--- src/rtl/octdac_pkg.sv ---
package octdac_pkg;

    localparam int unsigned CMD_W  = 4;
    localparam int unsigned ADDR_W = 4;

    typedef enum logic [CMD_W-1:0] {
        OP_NOP     = 4'd0,
        OP_WR_IN   = 4'd1,
        OP_LOAD    = 4'd2,
        OP_WR_LOAD = 4'd3,
        OP_PWR     = 4'd4,
        OP_GAIN    = 4'd5,
        OP_RDBK    = 4'd6,
        OP_CHAIN   = 4'd7
    } op_e;

    typedef struct packed {
        op_e               op;
        logic [ADDR_W-1:0] addr;
    } hdr_t;

    // Code loaded on reset or clear: midscale sets only the top bit.
    function automatic logic [31:0] reset_code(input logic mid, input int unsigned w);
        reset_code = mid ? (32'd1 << (w - 1)) : 32'd0;
    endfunction

endpackage

--- src/rtl/octdac_serial.sv ---
module octdac_serial #(
    parameter int unsigned FRAME_W = 24
) (
    input  logic               clk,
    input  logic               rst,
    input  logic               sync_n,
    input  logic               sclk,
    input  logic               sdi,
    input  logic               chain_en,
    input  logic               rb_arm,
    input  logic [FRAME_W-1:0] rb_word,
    output logic               frame_start,
    output logic               frame_valid,
    output logic [FRAME_W-1:0] frame_word,
    output logic               sdo
);
    localparam int unsigned CNT_W = $clog2(FRAME_W + 1);

    logic               sync_q, sclk_q;
    logic               sync_rise, sclk_fall, sclk_rise;
    logic [CNT_W-1:0]   cnt;
    logic [FRAME_W-1:0] shreg, tx;

    assign frame_start = sync_q & ~sync_n;
    assign sync_rise   = ~sync_q & sync_n;
    assign sclk_fall   = sclk_q & ~sclk;
    assign sclk_rise   = ~sclk_q & sclk;

    always_ff @(posedge clk) begin
        if (rst) begin
            sync_q <= 1'b1;
            sclk_q <= 1'b0;
        end else begin
            sync_q <= sync_n;
            sclk_q <= sclk;
        end
    end

    // Capture: shift on falling sclk, count up to a full word.
    always_ff @(posedge clk) begin
        if (rst) begin
            cnt         <= '0;
            shreg       <= '0;
            frame_valid <= 1'b0;
            frame_word  <= '0;
        end else begin
            frame_valid <= 1'b0;
            if (frame_start) begin
                cnt <= '0;
            end else if (!sync_n && sclk_fall && (chain_en || cnt < CNT_W'(FRAME_W))) begin
                shreg <= {shreg[FRAME_W-2:0], sdi};
                if (cnt < CNT_W'(FRAME_W))
                    cnt <= cnt + 1'b1;
            end
            if (sync_rise) begin
                frame_valid <= (cnt == CNT_W'(FRAME_W));
                frame_word  <= shreg;
            end
        end
    end

    // Output: launch on rising sclk so the far side samples on falling.
    always_ff @(posedge clk) begin
        if (rst) begin
            tx  <= '0;
            sdo <= 1'b0;
        end else if (frame_start) begin
            tx  <= rb_arm ? rb_word : '0;
            sdo <= 1'b0;
        end else if (!sync_n) begin
            if (sclk_rise)
                sdo <= chain_en ? shreg[FRAME_W-1] : tx[FRAME_W-1];
            if (sclk_fall)
                tx <= {tx[FRAME_W-2:0], 1'b0};
        end
    end

    p_cnt_bound_r2: assert property (@(posedge clk) disable iff (rst)
        cnt <= CNT_W'(FRAME_W));
    p_valid_pulse_r2: assert property (@(posedge clk) disable iff (rst)
        frame_valid |=> !frame_valid);
    p_short_drop_r3: assert property (@(posedge clk) disable iff (rst)
        (sync_rise && cnt != CNT_W'(FRAME_W)) |=> !frame_valid);

endmodule

--- src/rtl/octdac_chan.sv ---
module octdac_chan #(
    parameter int unsigned DATA_W = 16
) (
    input  logic              clk,
    input  logic              rst,
    input  logic [DATA_W-1:0] rst_val,
    input  logic              clear,
    input  logic              wr_in,
    input  logic              wr_dac,
    input  logic              ldac_go,
    input  logic [DATA_W-1:0] wr_data,
    output logic [DATA_W-1:0] dac_q,
    output logic              pend
);
    logic [DATA_W-1:0] in_q;

    always_ff @(posedge clk) begin
        if (rst || clear) begin
            in_q  <= rst_val;
            dac_q <= rst_val;
            pend  <= 1'b0;
        end else if (wr_in && wr_dac) begin
            in_q  <= wr_data;
            dac_q <= wr_data;
            pend  <= 1'b0;
        end else if (wr_in) begin
            in_q  <= wr_data;
            pend  <= 1'b1;
        end else if (wr_dac || (ldac_go && pend)) begin
            dac_q <= in_q;
            pend  <= 1'b0;
        end
    end

    p_clear_r8: assert property (@(posedge clk) disable iff (rst)
        clear |=> (dac_q == $past(rst_val)) && !pend);
    p_hold_r4: assert property (@(posedge clk) disable iff (rst)
        (!clear && !wr_dac && !(ldac_go && pend)) |=> $stable(dac_q));

endmodule

--- src/rtl/octdac_if.sv ---
module octdac_if
    import octdac_pkg::*;
#(
    parameter int unsigned NUM_CH = 8,
    parameter int unsigned DATA_W = 16
) (
    input  logic                     clk,
    input  logic                     rst,
    input  logic                     rst_sel,
    input  logic                     sync_n,
    input  logic                     sclk,
    input  logic                     sdi,
    input  logic                     ldac_n,
    input  logic                     clr_n,
    output logic                     sdo,
    output logic [NUM_CH*DATA_W-1:0] dac_flat,
    output logic [NUM_CH-1:0]        pd_mask,
    output logic                     gain_x2
);
    localparam int unsigned FRAME_W = CMD_W + ADDR_W + DATA_W;
    localparam int unsigned HDR_W   = CMD_W + ADDR_W;

    logic               frame_start, frame_valid;
    logic [FRAME_W-1:0] frame_word, rb_word;
    hdr_t               hdr;
    logic [DATA_W-1:0]  data, rst_val, rb_data;
    logic               clr_q, clr_fall, ldac_go;
    logic               chain_en, rb_arm;
    logic [ADDR_W-1:0]  rb_addr;
    logic [DATA_W-1:0]  dac_q [NUM_CH];
    logic [NUM_CH-1:0]  pend;
    logic               op_in, op_dac;

    assign hdr     = frame_word[FRAME_W-1 -: HDR_W];
    assign data    = frame_word[DATA_W-1:0];
    assign rst_val = DATA_W'(reset_code(rst_sel, DATA_W));
    assign op_in   = (hdr.op == OP_WR_IN) || (hdr.op == OP_WR_LOAD);
    assign op_dac  = (hdr.op == OP_LOAD)  || (hdr.op == OP_WR_LOAD);

    always_ff @(posedge clk) begin
        if (rst) clr_q <= 1'b1;
        else     clr_q <= clr_n;
    end
    assign clr_fall = clr_q & ~clr_n;
    assign ldac_go  = ~ldac_n & clr_n;

    octdac_serial #(.FRAME_W(FRAME_W)) u_serial (
        .clk        (clk),
        .rst        (rst),
        .sync_n     (sync_n),
        .sclk       (sclk),
        .sdi        (sdi),
        .chain_en   (chain_en),
        .rb_arm     (rb_arm),
        .rb_word    (rb_word),
        .frame_start(frame_start),
        .frame_valid(frame_valid),
        .frame_word (frame_word),
        .sdo        (sdo)
    );

    for (genvar ch = 0; ch < NUM_CH; ch++) begin : g_ch
        logic sel;
        assign sel = frame_valid && (hdr.addr == ADDR_W'(ch));

        octdac_chan #(.DATA_W(DATA_W)) u_chan (
            .clk    (clk),
            .rst    (rst),
            .rst_val(rst_val),
            .clear  (clr_fall),
            .wr_in  (sel && op_in),
            .wr_dac (sel && op_dac),
            .ldac_go(ldac_go),
            .wr_data(data),
            .dac_q  (dac_q[ch]),
            .pend   (pend[ch])
        );
        assign dac_flat[ch*DATA_W +: DATA_W] = dac_q[ch];
    end

    always_comb begin
        rb_data = '0;
        for (int ch = 0; ch < NUM_CH; ch++)
            if (rb_addr == ADDR_W'(ch)) rb_data = dac_q[ch];
    end
    assign rb_word = {CMD_W'(0), rb_addr, rb_data};

    always_ff @(posedge clk) begin
        if (rst) begin
            pd_mask  <= '0;
            gain_x2  <= 1'b0;
            chain_en <= 1'b0;
            rb_arm   <= 1'b0;
            rb_addr  <= '0;
        end else begin
            if (frame_start)
                rb_arm <= 1'b0;
            if (frame_valid) begin
                case (hdr.op)
                    OP_PWR:   pd_mask  <= data[NUM_CH-1:0];
                    OP_GAIN:  gain_x2  <= data[0];
                    OP_CHAIN: chain_en <= data[0];
                    OP_RDBK: begin
                        rb_arm  <= 1'b1;
                        rb_addr <= hdr.addr;
                    end
                    default: ;
                endcase
            end
        end
    end

    p_ldac_blocked_r9: assert property (@(posedge clk) disable iff (rst)
        (!clr_n && !clr_fall && !frame_valid) |=> $stable(dac_flat));
    p_pend_idle_r5: assert property (@(posedge clk) disable iff (rst)
        (ldac_go && !frame_valid && !clr_fall) |=> (pend == '0));

endmodule

--- config.mk ---
export PLATFORM = sky130hd
export DESIGN_NAME = octdac_if
export DESIGN_NICKNAME = d
export VERILOG_FILES = /design/src/rtl/octdac_pkg.sv /design/src/rtl/octdac_serial.sv /design/src/rtl/octdac_chan.sv /design/src/rtl/octdac_if.sv
export SDC_FILE = /design/constraint.sdc
export NUM_CORES = 1
export LEC_CHECK = 0
export BUFFER_PORTS_ARGS = -buffer_cell sky130_fd_sc_hd__buf_4
export CAP_MARGIN = 20
export CORE_MARGIN = 2
export CORE_UTILIZATION = 45
export CTS_CLUSTER_SIZE = 10
export DETAILED_ROUTE_END_ITERATION = 10
export GPL_TIMING_DRIVEN = 0
export HOLD_SLACK_MARGIN = 0.15
export SYNTH_ARGS = -nofsm -noshare
export SYNTH_HDL_FRONTEND = slang
export SYNTH_SLANG_ARGS = --single-unit
--- constraint.sdc ---
create_clock -name clk -period 6.1 [get_ports clk]
set_clock_uncertainty 0.15 [all_clocks]
set_input_delay 0.61 -clock clk [delete_from_list [all_inputs] [get_ports clk]]
set_output_delay 0.61 -clock clk [all_outputs]
set_load 0.02 [all_outputs]
==> parameters.txt <==
Parameter                              Value

Status
  Status    completed

Pwr
  Power Internal    0.00431 W
  Fraction of power consumed by combinational cells    7.8%
  Seq pwr share    50.6%
  Power density over the cells    310 nW/um2
  Switching Power    0.00130 W
  Part of the total power dissipated in the clock network    41.6%
  Fraction of power spent switching nets    23.1%
  Peak supply drop    168 uV
  Pleak    7.06 nW

Timing
  Worst hold margin    192 ps
  Highest clock frequency the design can meet    306 MHz
  Transition time at the pin with the least slew margin    1200 ps
  Number of max-slew violations in the final report    0
  Remaining max-slew budget at the tightest pin    17.7%
  Unrepaired setup endpoints after global routing    no
  Count of endpoints failing hold in the final timing report    0
  Minimum setup slack in the final design    2830 ps
  Number of endpoints failing setup at the final stage    0
  TNS Setup    0 ps
  Crit share post-route    53.6%
  Shortest period the worst path allows    3270 ps

CTS
  Clock sink count    361
  CTS tree    done
  Number of CTS-inserted buffers    42
  Clk_lat worst skew    530 ps
  Root Driver    sky130_fd_sc_hd__clkbuf_16
  Clock input transition at the sequential cells of the worst setup and hold paths    50 ps
  Resized cells post-CTS    0
  Number of buffers on the longest clock path    3
  Number of H-tree levels    2

Drt
  Routed Wire Length    45.8 mm
  Iteration-0 DRC Markers    1008
  Via count of the routed design    10900
  Via-to-Cell Ratio    5.65
  Pre-Repair DR Iteration Count    8
  Post-route antenna net violation count    0
  Average wire length per cell after detail routing    23.7 um
  Number of remaining DRC errors    0

Synth
  Dominant register cell in the synthesized netlist    sky130_fd_sc_hd__edfxtp_1
  Ys async rst share    0%
  Syn Inst Count    1260
  Netlist area before placement    15100 um2
  Number of flops mapped to enable cells by yosys    256
  Seq/Total Area, Yosys    65.0%
  Synthesis warning total    0
  Yosys reg bits    361
  Number of nets in the synthesized netlist    1270
  Number of different library cells in the post-synthesis netlist    67
  Mean post-synth cell area    12.0 um2

Die
  Die height    187 um
  Width of the die    187 um
  Number of primary I/O pins    146
  Area of the die    35000 um2
  Core Footprint    33300 um2
  FP Rows    67
  Initial core utilization    45.3%

Finish
  Number of filler instances in the final layout    2878
  Area of all placed cells without fillers    18100 um2
  Number of non-filler instances in the completed layout    1935
  Area added between synthesis and finish    20.0%
  Number of diodes added for antenna fixing    0
  Register area    9790 um2
  Final-stage net count    1471
  Share of post-route cells with drive strength above 1    18.0%
  Multi-input gate area    4700 um2

Global route
  Met1 capacity usage during global routing    38.1%
  Vias in the first global route    10300
  GRT Util Overall    25.9%
  GR peak layer    met2
  Global-route wire length before repair    67.4 mm
  GRT met3 Usage    3.92%
  Maximum number of pins on one net before global-route repair    17
  GRT met2 Usage    40.6%
  Grt ovf    0
  Number of antenna violations at the first check in global routing    0

Worst setup path
  Capture point of the worst path    g_ch[2].u_chan.in_q[10]
  Critical path data arrival time    3210 ps
  Endpoint required time on the critical path    6040 ps
  Startpoint type of the worst setup path    primary input
  End of the worst register-to-register path    g_ch[3].u_chan.dac_q[6]
  Critical path startpoint    clr_n
  Setup slack of the worst register-to-register path    3220 ps
  Peak fanout along the critical path    16
  Worst flop-to-flop path startpoint    u_serial.frame_valid
  Kind of end point of the critical path    flip-flop
  R2R cell count    5
  Crit path kind    primary input to flip-flop

Place
  Half-perimeter wire length of the detailed placement result    33.6 mm
  Cell area after placement    16800 um2
  Count of port buffers added during placement    145
  GPL Wtd Cong    0.896
  Placed instance count    1858
  Post-Place Setup Slack    2830 ps

Worst hold path
  Class of the tightest hold or removal check    primary input to flip-flop

Run
  Maxcap violations    0
-- worst min-delay path by stage --
stage / slack (ps) / to / cells after the start / from
global route: 210 / u_serial.shreg[0] / 3 / sdi
global placement: 290 / u_serial.tx[21] / 2 / u_serial.tx[20]
floorplan: 280 / u_serial.tx[21] / 2 / u_serial.tx[20]
CTS: 190 / u_serial.sclk_q / 2 / sclk
finish: 190 / u_serial.shreg[0] / 3 / sdi
detailed placement: 300 / u_serial.tx[21] / 2 / u_serial.tx[20]
-- final cells by class --
cell class / instances / share of cell area, %
sequential: 361 / 54.1
multi-input combinational: 768 / 26.0
clock buffer: 69 / 6.73
timing repair buffer: 157 / 6.64
tap: 448 / 3.10
buffer: 95 / 2.48
inverter: 36 / 0.747
clock inverter: 1 / 0.166
-- synthesized netlist by cell type (all sizes together) (9+ instances only) --
library cell  count  area share (%)
mux2             15             1.1
nand2b            9            0.37
a211oi           11            0.55
mux2i            92             6.1
o221ai           17            0.99
buf              35             1.5
o21ai            42             1.4
nor2            155             3.9
clkbuf           60             1.5
edfxtp          256              51
o22a             30             1.7
a21oi            79             2.6
nor3             12            0.61
o22ai            30             1.2
nor2b             9            0.37
dfxtp           105              14
o21a             15            0.75
inv              36            0.90
a2111oi          14            0.81
a221oi           14            0.81
nand2           153             3.8
-- power by group through the flow --
stage / logic, W / registers (W) / clock network (W)
final: 0.000436 / 0.00283 / 0.00233
after global routing: 0.000464 / 0.00284 / 0.00246
after CTS: 0.000432 / 0.00283 / 0.00235
after detailed placement: 0.000429 / 0.00288 / 0
after global placement: 0.000422 / 0.00288 / 0
after floorplan: 0.000162 / 0.00293 / 0
-- cells by family after synthesis --
logic type / Yosys count / share of synthesized area (%)
adders and majority gates: 2 / 0.166
muxes: 108 / 7.38
xor gates and xnor gates: 2 / 0.116
and+or+nand+nor: 378 / 11.2
DFF: 361 / 65.0
AOI/OAI and AO/OA: 278 / 12.3
buffers and inverters: 131 / 3.87
-- state kept, by name, indices dropped and copies added (netlist names), 4 cells and up --
register,flops
pd_mask,8
g_ch.u_chan.pend,8
u_serial.frame_word,24
u_serial.tx,24
g_ch.u_chan.dac_q,128
rb_addr,4
u_serial.cnt,5
u_serial.shreg,24
g_ch.u_chan.in_q,128
-- layer usage --
layer  vias to the layer above  wire length (um)  share of wire [%]
met4                         0              1060                2.3
met3                        65              3730                8.1
met1                      5399             20200                 44
met2                       469             20800                 45
li1                       5004                 -                  -
met5                         -                 0                  0
-- layout by cell type (no fill, tap or decap), drive strengths merged, types with 5 or more instances in the layout --
cell type / Yosys / routed
edfxtp: 256 / 256
buf: 35 / 185
nor2: 155 / 155
nand2: 153 / 153
clkbuf: 60 / 132
dfxtp: 105 / 105
mux2i: 92 / 92
a21oi: 79 / 79
o21ai: 42 / 42
inv: 36 / 36
o22a: 30 / 30
o22ai: 30 / 30
o221ai: 17 / 17
o21a: 15 / 15
mux2: 15 / 15
a2111oi: 14 / 14
a221oi: 14 / 14
nor3: 12 / 12
a211oi: 11 / 11
nand2b: 9 / 9
nor2b: 9 / 9
o211ai: 6 / 6
nand3: 6 / 6
a31o: 6 / 6
nor3b: 6 / 6
nand4: 5 / 5
-- metrics by stage --
step                      util, %  total power, W
final                        54.3         0.00560
after detailed placement     50.4         0.00331
after global placement       50.2         0.00330
after global routing         54.3         0.00577
after floorplan                 -         0.00310
after CTS                    54.2         0.00562
-- critical path, stage by stage --
cell and delay [ps]:
sky130_fd_sc_hd__dlygate4sd3_1 530, sky130_fd_sc_hd__buf_4 120, sky130_fd_sc_hd__inv_1 40, sky130_fd_sc_hd__a21oi_1 270, sky130_fd_sc_hd__clkbuf_1 460, sky130_fd_sc_hd__buf_2 340, sky130_fd_sc_hd__buf_2 290, sky130_fd_sc_hd__nand2_1 530
-- timing repair --
action                    CTS  global route
hold endpoints to repair    1             0
hold buffers                1             0
buffers inserted            0             0
Power figures use the tool's default switching activity.
